==> src/rtl/rvs_pkg.sv <==
package rvs_pkg;
  typedef enum logic [1:0] {
    DISP_NONE    = 2'd0,
    DISP_DROP    = 2'd1,
    DISP_HOME    = 2'd2,
    DISP_OFFCHIP = 2'd3
  } disp_e;
endpackage

==> src/rtl/rvs_home_hash.sv <==
module rvs_home_hash #(
  parameter int ADDR_W = 26,
  parameter int TILE_W = 4
) (
  input  logic [ADDR_W-1:0] addr,
  output logic [TILE_W-1:0] home
);
  // Fold the block address onto the tile index width by XOR.
  always_comb begin
    home = '0;
    for (int i = 0; i < ADDR_W; i++) begin
      home[i % TILE_W] = home[i % TILE_W] ^ addr[i];
    end
  end
endmodule

==> src/rtl/rvs_ref_store.sv <==
module rvs_ref_store #(
  parameter int SETS = 16,
  parameter int WAYS = 8,
  localparam int SET_W = $clog2(SETS),
  localparam int WAY_W = $clog2(WAYS)
) (
  input  logic             clk,
  input  logic             rst,
  input  logic             acc_valid,
  input  logic [SET_W-1:0] acc_set,
  input  logic [WAY_W-1:0] acc_way,
  input  logic [SET_W-1:0] rd_set,
  output logic [WAYS-1:0]  rd_refs
);
  logic [WAYS-1:0] rows [SETS];
  logic [WAYS-1:0] mark;
  logic [WAYS-1:0] merged;
  logic [WAYS-1:0] next_row;

  always_comb begin
    mark = '0;
    mark[acc_way] = 1'b1;
    merged = rows[acc_set] | mark;
    next_row = (&merged) ? '0 : merged;
  end

  always_ff @(posedge clk) begin
    if (rst) begin
      for (int s = 0; s < SETS; s++) rows[s] <= '0;
    end else if (acc_valid) begin
      rows[acc_set] <= next_row;
    end
  end

  // Read returns the stored row, before any access in the same cycle.
  assign rd_refs = rows[rd_set];

  AST_REF_MARK: assert property (@(posedge clk) disable iff (rst)
    acc_valid && ($countones(rows[acc_set] | mark) < WAYS)
      |=> rows[$past(acc_set)][$past(acc_way)]);

  AST_SET_NEVER_FULL: assert property (@(posedge clk) disable iff (rst)
    acc_valid |=> !(&rows[$past(acc_set)]));
endmodule

==> src/rtl/rvs_pick.sv <==
module rvs_pick #(
  parameter int WAYS  = 8,
  parameter int AGE_W = 3,
  localparam int WAY_W = $clog2(WAYS)
) (
  input  logic [WAYS-1:0]       valid,
  input  logic [WAYS-1:0]       replica,
  input  logic [WAYS-1:0]       refs,
  input  logic [WAYS*AGE_W-1:0] age,
  output logic [WAY_W-1:0]      way
);
  logic [WAYS-1:0]  empty;
  logic [WAYS-1:0]  stale_copy;
  logic [WAYS-1:0]  pool;
  logic [AGE_W-1:0] best;
  logic [AGE_W-1:0] cur;
  logic             found;

  always_comb begin
    empty      = ~valid;
    stale_copy = valid & replica & ~refs;
    pool       = (|stale_copy) ? stale_copy : valid;
    way   = '0;
    best  = '0;
    cur   = '0;
    found = 1'b0;
    if (|empty) begin
      for (int i = 0; i < WAYS; i++) begin
        if (empty[i] && !found) begin
          way   = WAY_W'(i);
          found = 1'b1;
        end
      end
    end else begin
      for (int i = 0; i < WAYS; i++) begin
        cur = age[i*AGE_W +: AGE_W];
        if (pool[i] && (!found || cur > best)) begin
          way   = WAY_W'(i);
          best  = cur;
          found = 1'b1;
        end
      end
    end
  end
endmodule

==> src/rtl/repl_victim_sel.sv <==
module repl_victim_sel #(
  parameter int WAYS   = 8,
  parameter int SETS   = 16,
  parameter int AGE_W  = 3,
  parameter int CNT_W  = 5,
  parameter int ADDR_W = 26,
  parameter int TILES  = 16,
  localparam int WAY_W  = $clog2(WAYS),
  localparam int SET_W  = $clog2(SETS),
  localparam int TILE_W = $clog2(TILES)
) (
  input  logic                    clk,
  input  logic                    rst,
  input  logic [TILE_W-1:0]       tile_id,
  input  logic                    acc_valid,
  input  logic [SET_W-1:0]        acc_set,
  input  logic [WAY_W-1:0]        acc_way,
  input  logic                    vreq_valid,
  input  logic [SET_W-1:0]        vreq_set,
  input  logic [WAYS-1:0]         way_valid,
  input  logic [WAYS-1:0]         way_replica,
  input  logic [WAYS*AGE_W-1:0]   way_age,
  input  logic [WAYS*CNT_W-1:0]   way_sharers,
  input  logic [WAYS*ADDR_W-1:0]  way_addr,
  output logic                    vout_valid,
  output logic [WAY_W-1:0]        vout_way,
  output logic [1:0]              vout_disp,
  output logic [TILE_W-1:0]       vout_home
);
  import rvs_pkg::*;

  logic [WAYS-1:0]   set_refs;
  logic [WAY_W-1:0]  pick_way;
  logic [TILE_W-1:0] homes [WAYS];
  logic [TILE_W-1:0] home_sel;
  logic [CNT_W-1:0]  shr_sel;
  disp_e             disp;

  rvs_ref_store #(.SETS(SETS), .WAYS(WAYS)) u_refs (
    .clk(clk), .rst(rst),
    .acc_valid(acc_valid), .acc_set(acc_set), .acc_way(acc_way),
    .rd_set(vreq_set), .rd_refs(set_refs)
  );

  rvs_pick #(.WAYS(WAYS), .AGE_W(AGE_W)) u_pick (
    .valid(way_valid), .replica(way_replica), .refs(set_refs),
    .age(way_age), .way(pick_way)
  );

  for (genvar w = 0; w < WAYS; w++) begin : g_home
    rvs_home_hash #(.ADDR_W(ADDR_W), .TILE_W(TILE_W)) u_hash (
      .addr(way_addr[w*ADDR_W +: ADDR_W]),
      .home(homes[w])
    );
  end

  always_comb begin
    home_sel = homes[pick_way];
    shr_sel  = way_sharers[pick_way*CNT_W +: CNT_W];
    if (!way_valid[pick_way])        disp = DISP_NONE;
    else if (shr_sel > CNT_W'(1))    disp = DISP_DROP;
    else if (home_sel != tile_id)    disp = DISP_HOME;
    else                             disp = DISP_OFFCHIP;
  end

  always_ff @(posedge clk) begin
    if (rst) begin
      vout_valid <= 1'b0;
      vout_way   <= '0;
      vout_disp  <= DISP_NONE;
      vout_home  <= '0;
    end else begin
      vout_valid <= vreq_valid;
      if (vreq_valid) begin
        vout_way  <= pick_way;
        vout_disp <= disp;
        vout_home <= home_sel;
      end
    end
  end

  AST_RESULT_FOLLOWS: assert property (@(posedge clk) disable iff (rst)
    vreq_valid |=> vout_valid);

  AST_NO_SPURIOUS: assert property (@(posedge clk) disable iff (rst)
    !vreq_valid |=> !vout_valid);

  AST_EMPTY_FIRST: assert property (@(posedge clk) disable iff (rst)
    vreq_valid && !(&way_valid) |=> vout_disp == DISP_NONE);

  AST_SHARED_DROP: assert property (@(posedge clk) disable iff (rst)
    vreq_valid && way_valid[pick_way] && (shr_sel > CNT_W'(1))
      |=> vout_disp == DISP_DROP);

  AST_FWD_REMOTE: assert property (@(posedge clk) disable iff (rst)
    vout_valid && vout_disp == DISP_HOME |-> vout_home != $past(tile_id));

  AST_OFFCHIP_LOCAL: assert property (@(posedge clk) disable iff (rst)
    vout_valid && vout_disp == DISP_OFFCHIP |-> vout_home == $past(tile_id));
endmodule

==> config.mk <==
export PLATFORM = sky130hd
export DESIGN_NAME = repl_victim_sel
export DESIGN_NICKNAME = d
export VERILOG_FILES = /design/src/rtl/rvs_pkg.sv /design/src/rtl/rvs_home_hash.sv /design/src/rtl/rvs_ref_store.sv /design/src/rtl/rvs_pick.sv /design/src/rtl/repl_victim_sel.sv
export SDC_FILE = /design/constraint.sdc
export NUM_CORES = 1
export LEC_CHECK = 0
export ABC_AREA = 0
export BUFFER_PORTS_ARGS = -buffer_cell sky130_fd_sc_hd__buf_2
export CORE_UTILIZATION = 30
export DETAILED_ROUTE_END_ITERATION = 16
export SLEW_MARGIN = 40
export SYNTH_ARGS = -nofsm -noshare
export SYNTH_HDL_FRONTEND = slang
export SYNTH_SLANG_ARGS = --single-unit
==> constraint.sdc <==
create_clock -name clk -period 33.6 [get_ports clk]
set_input_delay 1.68 -clock clk [delete_from_list [all_inputs] [get_ports clk]]
set_output_delay 1.68 -clock clk [all_outputs]
set_load 0.01 [all_outputs]
## Word level (Yosys, flattened, before mapping)

Memories as Yosys holds them, arrays and structs flattened.
Cells that the tools add are included.

- Register bits after elaboration: 10
- RAM bits: 128
- Input port bits: 307
- Output and inout port bits: 10
- Word-level logic and storage cells: 319
- Memories: 1

Memory list:

| memory | depth | width | read ports | clocked after Yosys merged registers in | wr ports | line | RTL |
|---|---|---|---|---|---|---|---|
| u_refs.rows | 16 | 8 | 2 | 0 | 16 | rvs_ref_store.sv:15 | `logic [WAYS-1:0] rows [SETS];` |

- $mul: 1
- Order comparisons: 12
- Equal/unequal tests: 1
- Shifts and indexed selects: 1
- Multiplexer cells: 77
- Bitwise logic cells: 182
- Reductions and logical operators: 40

Operators with widths:

| cell | count |
|---|---|
| $xor A1 B1 Y1 | 176 |
| $mux W3 | 23 |
| $shiftx A40 B7 Y5 | 1 |
| $mux W1 | 39 |
| $mux W8 | 3 |
| $reduce_or A8 Y1 | 3 |
| $gt A3 B3 Y1 | 7 |
| $and A8 B8 Y8 | 2 |
| $not A8 Y8 | 2 |
| $logic_and A1 B1 Y1 | 15 |
| $logic_not A1 Y1 | 14 |
| $bmux W4 S3 | 1 |
| $mux W2 | 6 |
| $mux W4 | 3 |
| $lt A3 B4 Y1 const B | 2 |
| $or A8 B8 Y8 | 1 |
| $reduce_and A8 Y1 | 1 |
| $logic_or A1 B1 Y1 | 7 |
| $mul A3 B3 Y6 const B | 1 |
| $gt A5 B1 Y1 const B | 1 |
| $ge A4 B4 Y1 const B | 1 |
| $ne A4 B4 Y1 | 1 |
| $not A3 Y4 | 1 |
| $bmux W1 S3 | 1 |
| 2 further kinds | 2 |

## Logic depth before layout (Yosys ltp)

Gate-level depths: netlist of run 1.
An unclocked memory read counts as a cell.

- Depth in word-level cells: 50
- Gate-level depth with buffers: 72

## Cells and area by module

A second synthesis of run 1 with hierarchy kept.

- Cell total of the unflattened synthesis: 1018
- Area, all modules: 12199.2 um2

Modules (own cells, without submodules):

| module | instances | cells each | area each (um2) |
|---|---|---|---|
| rvs_ref_store | 1 | 618 | 8244.2 |
| rvs_home_hash | 8 | 16 | 222.7 |
| rvs_pick | 1 | 187 | 1340.0 |
| repl_victim_sel | 1 | 85 | 833.3 |

## Least setup slack after synthesis of run 1

Ideal clock, no wire load.

- Path type: input-to-reg
- Start: in vreq_set[1]
- End: reg vout_disp[0]
- Setup time: 86 ps
- Data arrival time: 13758 ps
- Setup slack: 19755 ps
- Stages on the path: 66
- Cells stage by stage: buf_4 -> buf_4 -> mux2i_1 -> mux4_2 -> o2bb2ai_4 -> a31oi_2 -> nand2_1 -> o41ai_1 -> nand2_1 -> ha_1 -> a21o_1 -> a21oi_1 -> a31oi_1 -> o211ai_1 -> o31a_1 -> nand3_1 -> o21ai_0 -> inv_1 -> (+30 left out) -> a31oi_1 -> o211ai_2 -> nor2_1 -> a21o_1 -> ha_1 -> a21o_1 -> a21oi_1 -> a31oi_1 -> a211o_1 -> a311oi_4 -> nor2b_1 -> a221o_1 -> buf_6 -> mux2i_1 -> or3b_1 -> a21oi_1 -> o211ai_1 -> a221oi_2

- Cells in the longest elaborated chain, start to end: 50
- Elaborated cells between the ends (all ways): 82
- Those cells by class: mul: 1; order compare: 8; eq/ne: 1; shift: 1; mux: 45; bitwise: 3; reduce/logical: 22; memory: 1

Ends and longest elaborated chain:

| element | line | RTL |
|---|---|---|
| start: declaration | repl_victim_sel.sv:19 | `input logic [SET_W-1:0] vreq_set,` |
| $mem_v2 Z16 W8 * | -- |  |
| $not A8 Y8 * | rvs_pick.sv:21 | `stale_copy = valid & replica & ~refs;` |
| $and A8 B8 Y8 * | rvs_pick.sv:21 |  |
| $reduce_or A8 Y1 | rvs_pick.sv:22 | `pool = (\|stale_copy) ? stale_copy : valid;` |
| $mux W8 * | rvs_pick.sv:22 |  |
| $mux W3 or $mux W1 (tied branches) | rvs_pick.sv:37 | `if (pool[i] && (!found \|\| cur > best)) begin` |
| $mux W3 or $mux W1 (tied branches) | rvs_pick.sv:27 | `if (\|empty) begin` |
| $gt A3 B3 Y1 or $logic_not A1 Y1 (tied branches) | rvs_pick.sv:37 |  |
| (+28 left out) | -- |  |
| $mux W3 or $mux W1 (tied branches) | rvs_pick.sv:27 |  |
| $gt A3 B3 Y1 or $logic_not A1 Y1 (tied branches) | rvs_pick.sv:37 |  |
| $logic_or A1 B1 Y1 | rvs_pick.sv:37 |  |
| $logic_and A1 B1 Y1 | rvs_pick.sv:37 |  |
| $mux W3 * | rvs_pick.sv:37 |  |
| $mux W3 * | rvs_pick.sv:27 |  |
| parallel branches: the longest is 7 deep, another holds $mul A3 B3 Y6 | -- |  |
| $mux W2 * | repl_victim_sel.sv:60 | `if (!way_valid[pick_way]) disp = DISP_NONE;` |
| end signal: assignment | repl_victim_sel.sv:76 | `vout_disp <= disp;` |
| end: declaration | repl_victim_sel.sv:27 | `output logic [1:0] vout_disp,` |

Mark *: on every way between the ends. The select of a mux whose other input is x is not followed.
A chain may end at the register's enable or synchronous reset.

## Final worst setup path of run 1

- Start: in vreq_set[0]
- End: reg vout_disp[0]

The elaborated chain is that of the path after synthesis.

==> impl_metrics.toml, run 1 <==
[status]
status = "finished clean"

[floorplanning]
placementRows = 68
dieArea_um2 = 36200
start_util_pct = 30.7
die_h_um = 190
ios = 317
core_um2 = 34700
fp.dieW_um = 190

[timing]
worst_pin_slew_ps = 801
setup_viol = 0
rsz0062_at_grt = "false"
fin_crit_ps = 15760
hold_ws_ps = 489
relSlewSlack_pct = 46.5
final.setup.tns_ps = 0
finalCritPeriodShare_pct = 46.9
setup_ws_ps = 17840
maxSlewViolCount = 0
hold_violations = 0
finClkSkew_ps = 14.5
max_freq_mhz = 63.4

[clocking]
cts.sinks = 138
insertion_delay_ps = 440
cts-htree-levels = 4
ctsResizeCount = 0
numCtsBuffers = 17
path_clk_slew_ps = 70
hold_buffers = 0
cts_buffer_depth = 2
cts_tree = "built"
root_buffer = "clkbuf_16"
post-cts-setup-buffers = 0

[cells_and_area]
final_area_um2 = 13200
drive_gt1_share_pct = 36.1
multi_input_area_um2 = 6250
area_delta_synth_final_pct = 23.9
final_nets = 1571
seqCellArea_um2 = 4040
final_cells = 1715
nFillCells = 3394

[min_path]
hold_path_class = "flop to flop"
holdPathStages = 2
min_delay_worst_endpoint = "vout_way[0]$_SDFFE_PP0P_"
min_from = "vout_way[0]$_SDFFE_PP0P_"

[critical_path]
reg2reg_from = "u_refs.rows[0][5]$_SDFFCE_PN0P_"
cpMostUsedCell = "ha_1"
r2r_setup_slack_ps = 19400
cp.buffers_inverters = 4
cp.required_ps = 33950
endpoint_kind = "flop"
worst-setup-path-type = "input port to flop"
r2r_end = "vout_disp[0]$_SDFFE_PP0P_"
crit_family = "compound AO/OA/AOI/OAI gates"
crit_path_start_kind = "input port"
r2r.worst_path.cells = 61
cpPeakStageDelay_ps = 550
cp_slowest_cell = "o41ai_2"
crit_fanout = 38
cp_data_arrival_time_ps = 16120

[placement]
dp_hpwl_mm = 26.1
placed_cell_area_um2 = 12500
port_buffers = 308
gp_congestion = 0.827
place_inst = 1679
dp_slack_ps = 16930

[synthesis]
yosysSeqAreaShare_pct = 38.0
syn_area_per_cell_um2 = 11.1
ys_types = 78
synth_cells = 962
synth_edf_count = 128
syn-num-nets = 1290
synthFlopType = "edfxtp_1"
synthArstFlopShare_pct = 0
ys_ff_latch = 138
synth_area_um2 = 10600
yosysWarningCount = 0

[drt]
drc = 0
postRouteAntennaNets = 0
routed-via-count = 8791
first_iter_violations = 633
routed_wirelength_mm = 34.6
post_drt_via_cell_ratio = 5.13
wl_per_cell_um = 20.2
dr.pass1.iters = 5

[global_routing]
grt_max_degree = 39
grt_overflow_total = 0
grt_pass1_vias = 8590
grt_pass1_wl_mm = 49.8
grtUsageTotal_pct = 18.6
antenna_found_initial = 5

[power_and_ir_drop]
ir_drop_uv = 30.2
powerDensity_nw_per_um2 = 43.2
p_leak_nw = 5.13

[job]
maxCapViolations = 0
[state kept, by name, indices dropped and copies added, names as in the netlist]
register	count
u_refs.rows	128
vout_way	3
vout_home	4
vout_valid	1
vout_disp	2
[worst max-delay path by stage]
stage                           start                   endpoint  slack, ps  cells past startpoint
after global routing      vreq_set[0]  vout_disp[0]$_SDFFE_PP0P_      16470                     64
final                     vreq_set[0]  vout_disp[0]$_SDFFE_PP0P_      17840                     63
after floorplan           vreq_set[1]  vout_disp[0]$_SDFFE_PP0P_      19760                     66
after detailed placement  vreq_set[0]  vout_disp[0]$_SDFFE_PP0P_      16930                     64
after global placement    vreq_set[0]  vout_disp[0]$_SDFFE_PP0P_      17050                     64
after CTS                 vreq_set[0]  vout_disp[0]$_SDFFE_PP0P_      17340                     64
[through the flow]
stage,util [%],total power [mW]
2_1_floorplan,-,0.315
3_3_place_gp,36.1,0.365
3_5_place_dp,36.1,0.368
4_1_cts,37.9,0.572
5_1_grt,37.9,0.594
6_report,38.0,0.569
[cell usage in the layout, fill, tap and decap left out, drive strengths merged, types with 12 or more instances in the layout]
| cell | synthesis | layout |
|---|---|---|
| a21oi | 17 | 17 |
| a22oi | 12 | 12 |
| a31oi | 12 | 12 |
| buf | 19 | 313 |
| clkbuf | 32 | 17 |
| edfxtp | 128 | 128 |
| ha | 21 | 21 |
| inv | 25 | 33 |
| mux2 | 23 | 23 |
| mux2i | 49 | 49 |
| mux4 | 57 | 57 |
| nand2 | 53 | 53 |
| nand2b | 18 | 18 |
| nand3 | 19 | 19 |
| nor2 | 162 | 162 |
| nor2b | 16 | 16 |
| o21ai | 15 | 15 |
| xnor2 | 156 | 156 |
| xor2 | 24 | 24 |
[synthesized netlist by cell type (all sizes together) (12+ instances only)]
master,count,share of area (%)
a22oi,12,0.85
mux2,23,2.5
nor2,162,5.7
mux4,57,12
buf,19,1.4
nand2,53,1.9
nor2b,16,0.94
mux2i,49,4.6
xnor2,156,13
xor2,24,2.0
nand2b,18,1.1
edfxtp,128,36
o21ai,15,0.71
inv,25,0.88
a21oi,17,1.0
clkbuf,32,1.1
nand3,19,0.89
a31oi,12,1.1
ha,21,2.5
[routing by layer]
| metal | track usage [%] | vias up | part of all wire, % |
|---|---|---|---|
| met1 | 23.4 | 4263 | 39 |
| met2 | 31.6 | 406 | 50 |
| li1 | - | 4084 | - |
| met5 | 0 | - | 0 |
| met3 | 3.68 | 38 | 8.4 |
| met4 | 6.40 | 0 | 2.1 |
[tightest hold or removal path, cell delays in order (launching register included)]
cell and delay [ps]:
dfxtp_1 320, a21oi_1 60, nor2_1 70
[power by group]
part / internal, mW / switching (mW) / total [mW] / leakage, nW
Combinational: 0.0771 / 0.0886 / 0.166 / 3.42
Clock: 0.114 / 0.0904 / 0.205 / 0.308
Sequential: 0.195 / 0.00370 / 0.198 / 1.40
[logic make-up (layout without fill, tap and decap cells)]
logic type / after synthesis / in the layout / synth area share [%]
DFF: 138 / 138 / 38.0
and+or+nand+nor: 301 / 301 / 12.6
other: 0 / 4 / 0
AOI/OAI and AO/OA: 117 / 117 / 9.50
buffers and inverters: 76 / 370 / 3.39
xor gates and xnor gates: 180 / 180 / 14.8
muxes: 129 / 129 / 19.2
adders and majority gates: 21 / 21 / 2.47
[area by class of cell]
type / instances / area share [%]
Multi-Input combinational cell: 748 / 47.4
Sequential cell: 138 / 30.7
Timing Repair Buffer: 313 / 12.1
Tap cell: 455 / 4.32
Clock buffer: 17 / 3.23
Clock inverter: 15 / 1.53
Inverter: 25 / 0.712
Antenna cell: 4 / 0.0760
Note: power is estimated with default switching activity, not from simulation.
==> run 2: changes to the inputs <==
==> constraint.sdc (replaced) <==
create_clock -name clk -period 15.42 [get_ports clk]
set_input_delay 0.771 -clock clk [delete_from_list [all_inputs] [get_ports clk]]
set_output_delay 0.771 -clock clk [all_outputs]
set_load 0.01 [all_outputs]
==> run 2 against run 1 <==
Effect of this change: sequential power grew 120%; largest cell class unchanged; register-to-register slack lost 18000 ps; clock-buffer cell count is the same; highest routed layer unchanged; routed wire length is essentially flat; hold slack lost 2.0 ps; clock power grew 110%; via count shrank 0.69%.
==> impl_metrics.toml, run 2 (same netlist as run 1, synthesis figures left out) <==
[cells_and_area]
final_common_cell = "buf_2"
final_util_pct = 38.1
largest-register = "u_refs.rows"
drive_gt1_share_pct = 36.4
largest_register_ffs = 128
area_delta_synth_final_pct = 24.4
top_regs = "u_refs.rows (128), vout_home (4), vout_way (3)"
final_cell_mix = "buf_2, nor2_1, xnor2_1, edfxtp_1, mux4_2"
final_nets = 1585

[timing]
finalCritPeriodShare_pct = 92.2
setup_ws_ps = 1210
setup_viol = 0
relSlewSlack_pct = 48.6
max_freq_mhz = 70.4
finClkSkew_ps = 12.4
fin_crit_ps = 14210
rsz0062_at_grt = "false"
worst_pin_slew_ps = 769
maxSlewViolCount = 0
final.setup.tns_ps = 0
hold_violations = 0

[critical_path]
r2r_setup_slack_ps = 1730
crit_path_start_kind = "input port"
crit_fanout = 11
r2r_end = "vout_disp[0]$_SDFFE_PP0P_"
cp_slowest_cell = "a221o_1"
cp.required_ps = 15770
cpMostUsedCell = "ha_1"
startpoint = "vreq_set[0]"
worst-setup-path-type = "input port to flop"
cpPeakStageDelay_ps = 460
reg2reg_from = "u_refs.rows[12][6]$_SDFFCE_PN0P_"
endpoint_kind = "flop"
r2r.worst_path.cells = 64
cp_data_arrival_time_ps = 14560

[status]
status = "finished clean"

[power_and_ir_drop]
powerDensity_nw_per_um2 = 92.7
finalPower_mw = 1.23
p_leak_nw = 5.17
p_switching_mw = 0.376
swShare_pct = 30.7
p_int_mw = 0.850
ir_drop_uv = 83.5
combinationalPowerShare_pct = 29.7
power_frac_seq_pct = 35.3
p_clk_share_pct = 35.0

[drt]
routed-via-count = 8730
drc = 0
wl_per_cell_um = 20.1
dr.pass1.iters = 5
postRouteAntennaNets = 0
post_drt_via_cell_ratio = 5.06
routed_wirelength_mm = 34.6
first_iter_violations = 565

[floorplanning]
start_util_pct = 30.7
die_h_um = 190
core_um2 = 34700
placementRows = 68
ios = 317
dieArea_um2 = 36200
fp.dieW_um = 190

[clocking]
cts-htree-levels = 4
numCtsBuffers = 17
cts_tree = "built"
insertion_delay_ps = 430
root_buffer = "clkbuf_16"
cts_buffer_depth = 2
path_clk_slew_ps = 70
cts.sinks = 138

[global_routing]
grtUsageTotal_pct = 18.8
grt_max_degree = 37
grt_overflow_total = 0
grt_pass1_wl_mm = 50.7
grtUsageMet3_pct = 4.53
gr-usage-met1_pct = 23.0
busiest_layer = "met2"
grt_pass1_vias = 8888
grt_util_met2_pct = 32.9
antenna_found_initial = 4

[min_path]
holdPathStages = 2
min_from = "vout_way[0]$_SDFFE_PP0P_"
min_delay_worst_endpoint = "vout_way[0]$_SDFFE_PP0P_"
hold_path_class = "flop to flop"

[job]
maxCapViolations = 0

[placement]
gp_congestion = 0.860
dp_slack_ps = 490
dp_hpwl_mm = 26.4
port_buffers = 308
[run 2: changes by cell type in the layout (fill, tap and decap cells not counted), sizes merged, moves of 3 or more]
| cell | before | now |
|---|---|---|
| diode | 4 | 1 |
| buf | 313 | 326 |
| clkinvlp | 0 | 3 |
| inv | 33 | 29 |
[run 2: stage by stage]
stage / cell area (um2) / hold WS [ps] / instances
after CTS: 13200 / 493 / 1719
final: 13200 / 487 / 1725
after global placement: 12600 / 470 / 1688
after detailed placement: 12600 / 475 / 1688
after floorplan: 10600 / 505 / 962
after global routing: 13200 / 528 / 1724
[run 2: power by group through the flow]
| stage | Combinational, mW | Sequential [mW] | Clock, mW |
|---|---|---|---|
| floorplan | 0.249 | 0.438 | 0 |
| detailed placement | 0.363 | 0.440 | 0 |
| global route | 0.400 | 0.435 | 0.450 |
| global placement | 0.359 | 0.439 | 0 |
| CTS | 0.366 | 0.432 | 0.434 |
| finish | 0.364 | 0.433 | 0.429 |
[run 2: layout make-up]
class                      count  area [um2]
multi-input combinational    748        6240
fill                        3431       21500
timing repair buffer         327        1690
sequential                   138        4040
tap                          455         569
inverter                      25        93.8
clock buffer                  17         425
clock inverter                14         170
antenna                        1        2.50
[run 2: timing repair]
action,CTS,global route
hold buffers,0,0
gates resized for setup,0,1
setup endpoints to repair,0,1
buffers inserted,0,5
[run 2: critical path, delay by kind of cell]
family / cells / cell delay, ps
muxes: 5 / 1190
adders and majority gates: 7 / 2010
AOI/OAI and AO/OA: 38 / 8190
buffers and inverters: 5 / 910
and+or+nand+nor: 10 / 1440
[run 2: metal layers]
| layer | wire length [um] | vias up |
|---|---|---|
| met5 | 0 | - |
| met4 | 747 | 0 |
| met3 | 2650 | 43 |
| met2 | 17300 | 377 |
| met1 | 13900 | 4215 |
| li1 | - | 4095 |
[run 2: worst max path at each step]
| stage | cells past startpoint | end |
|---|---|---|
| 3_5_place_dp | 66 | vout_disp[0]$_SDFFE_PP0P_ |
| 5_1_grt | 65 | vout_disp[0]$_SDFFE_PP0P_ |
| 6_report | 65 | vout_disp[0]$_SDFFE_PP0P_ |
| 3_3_place_gp | 66 | vout_disp[0]$_SDFFE_PP0P_ |
| 2_1_floorplan | 66 | vout_disp[0]$_SDFFE_PP0P_ |
| 4_1_cts | 66 | vout_disp[0]$_SDFFE_PP0P_ |
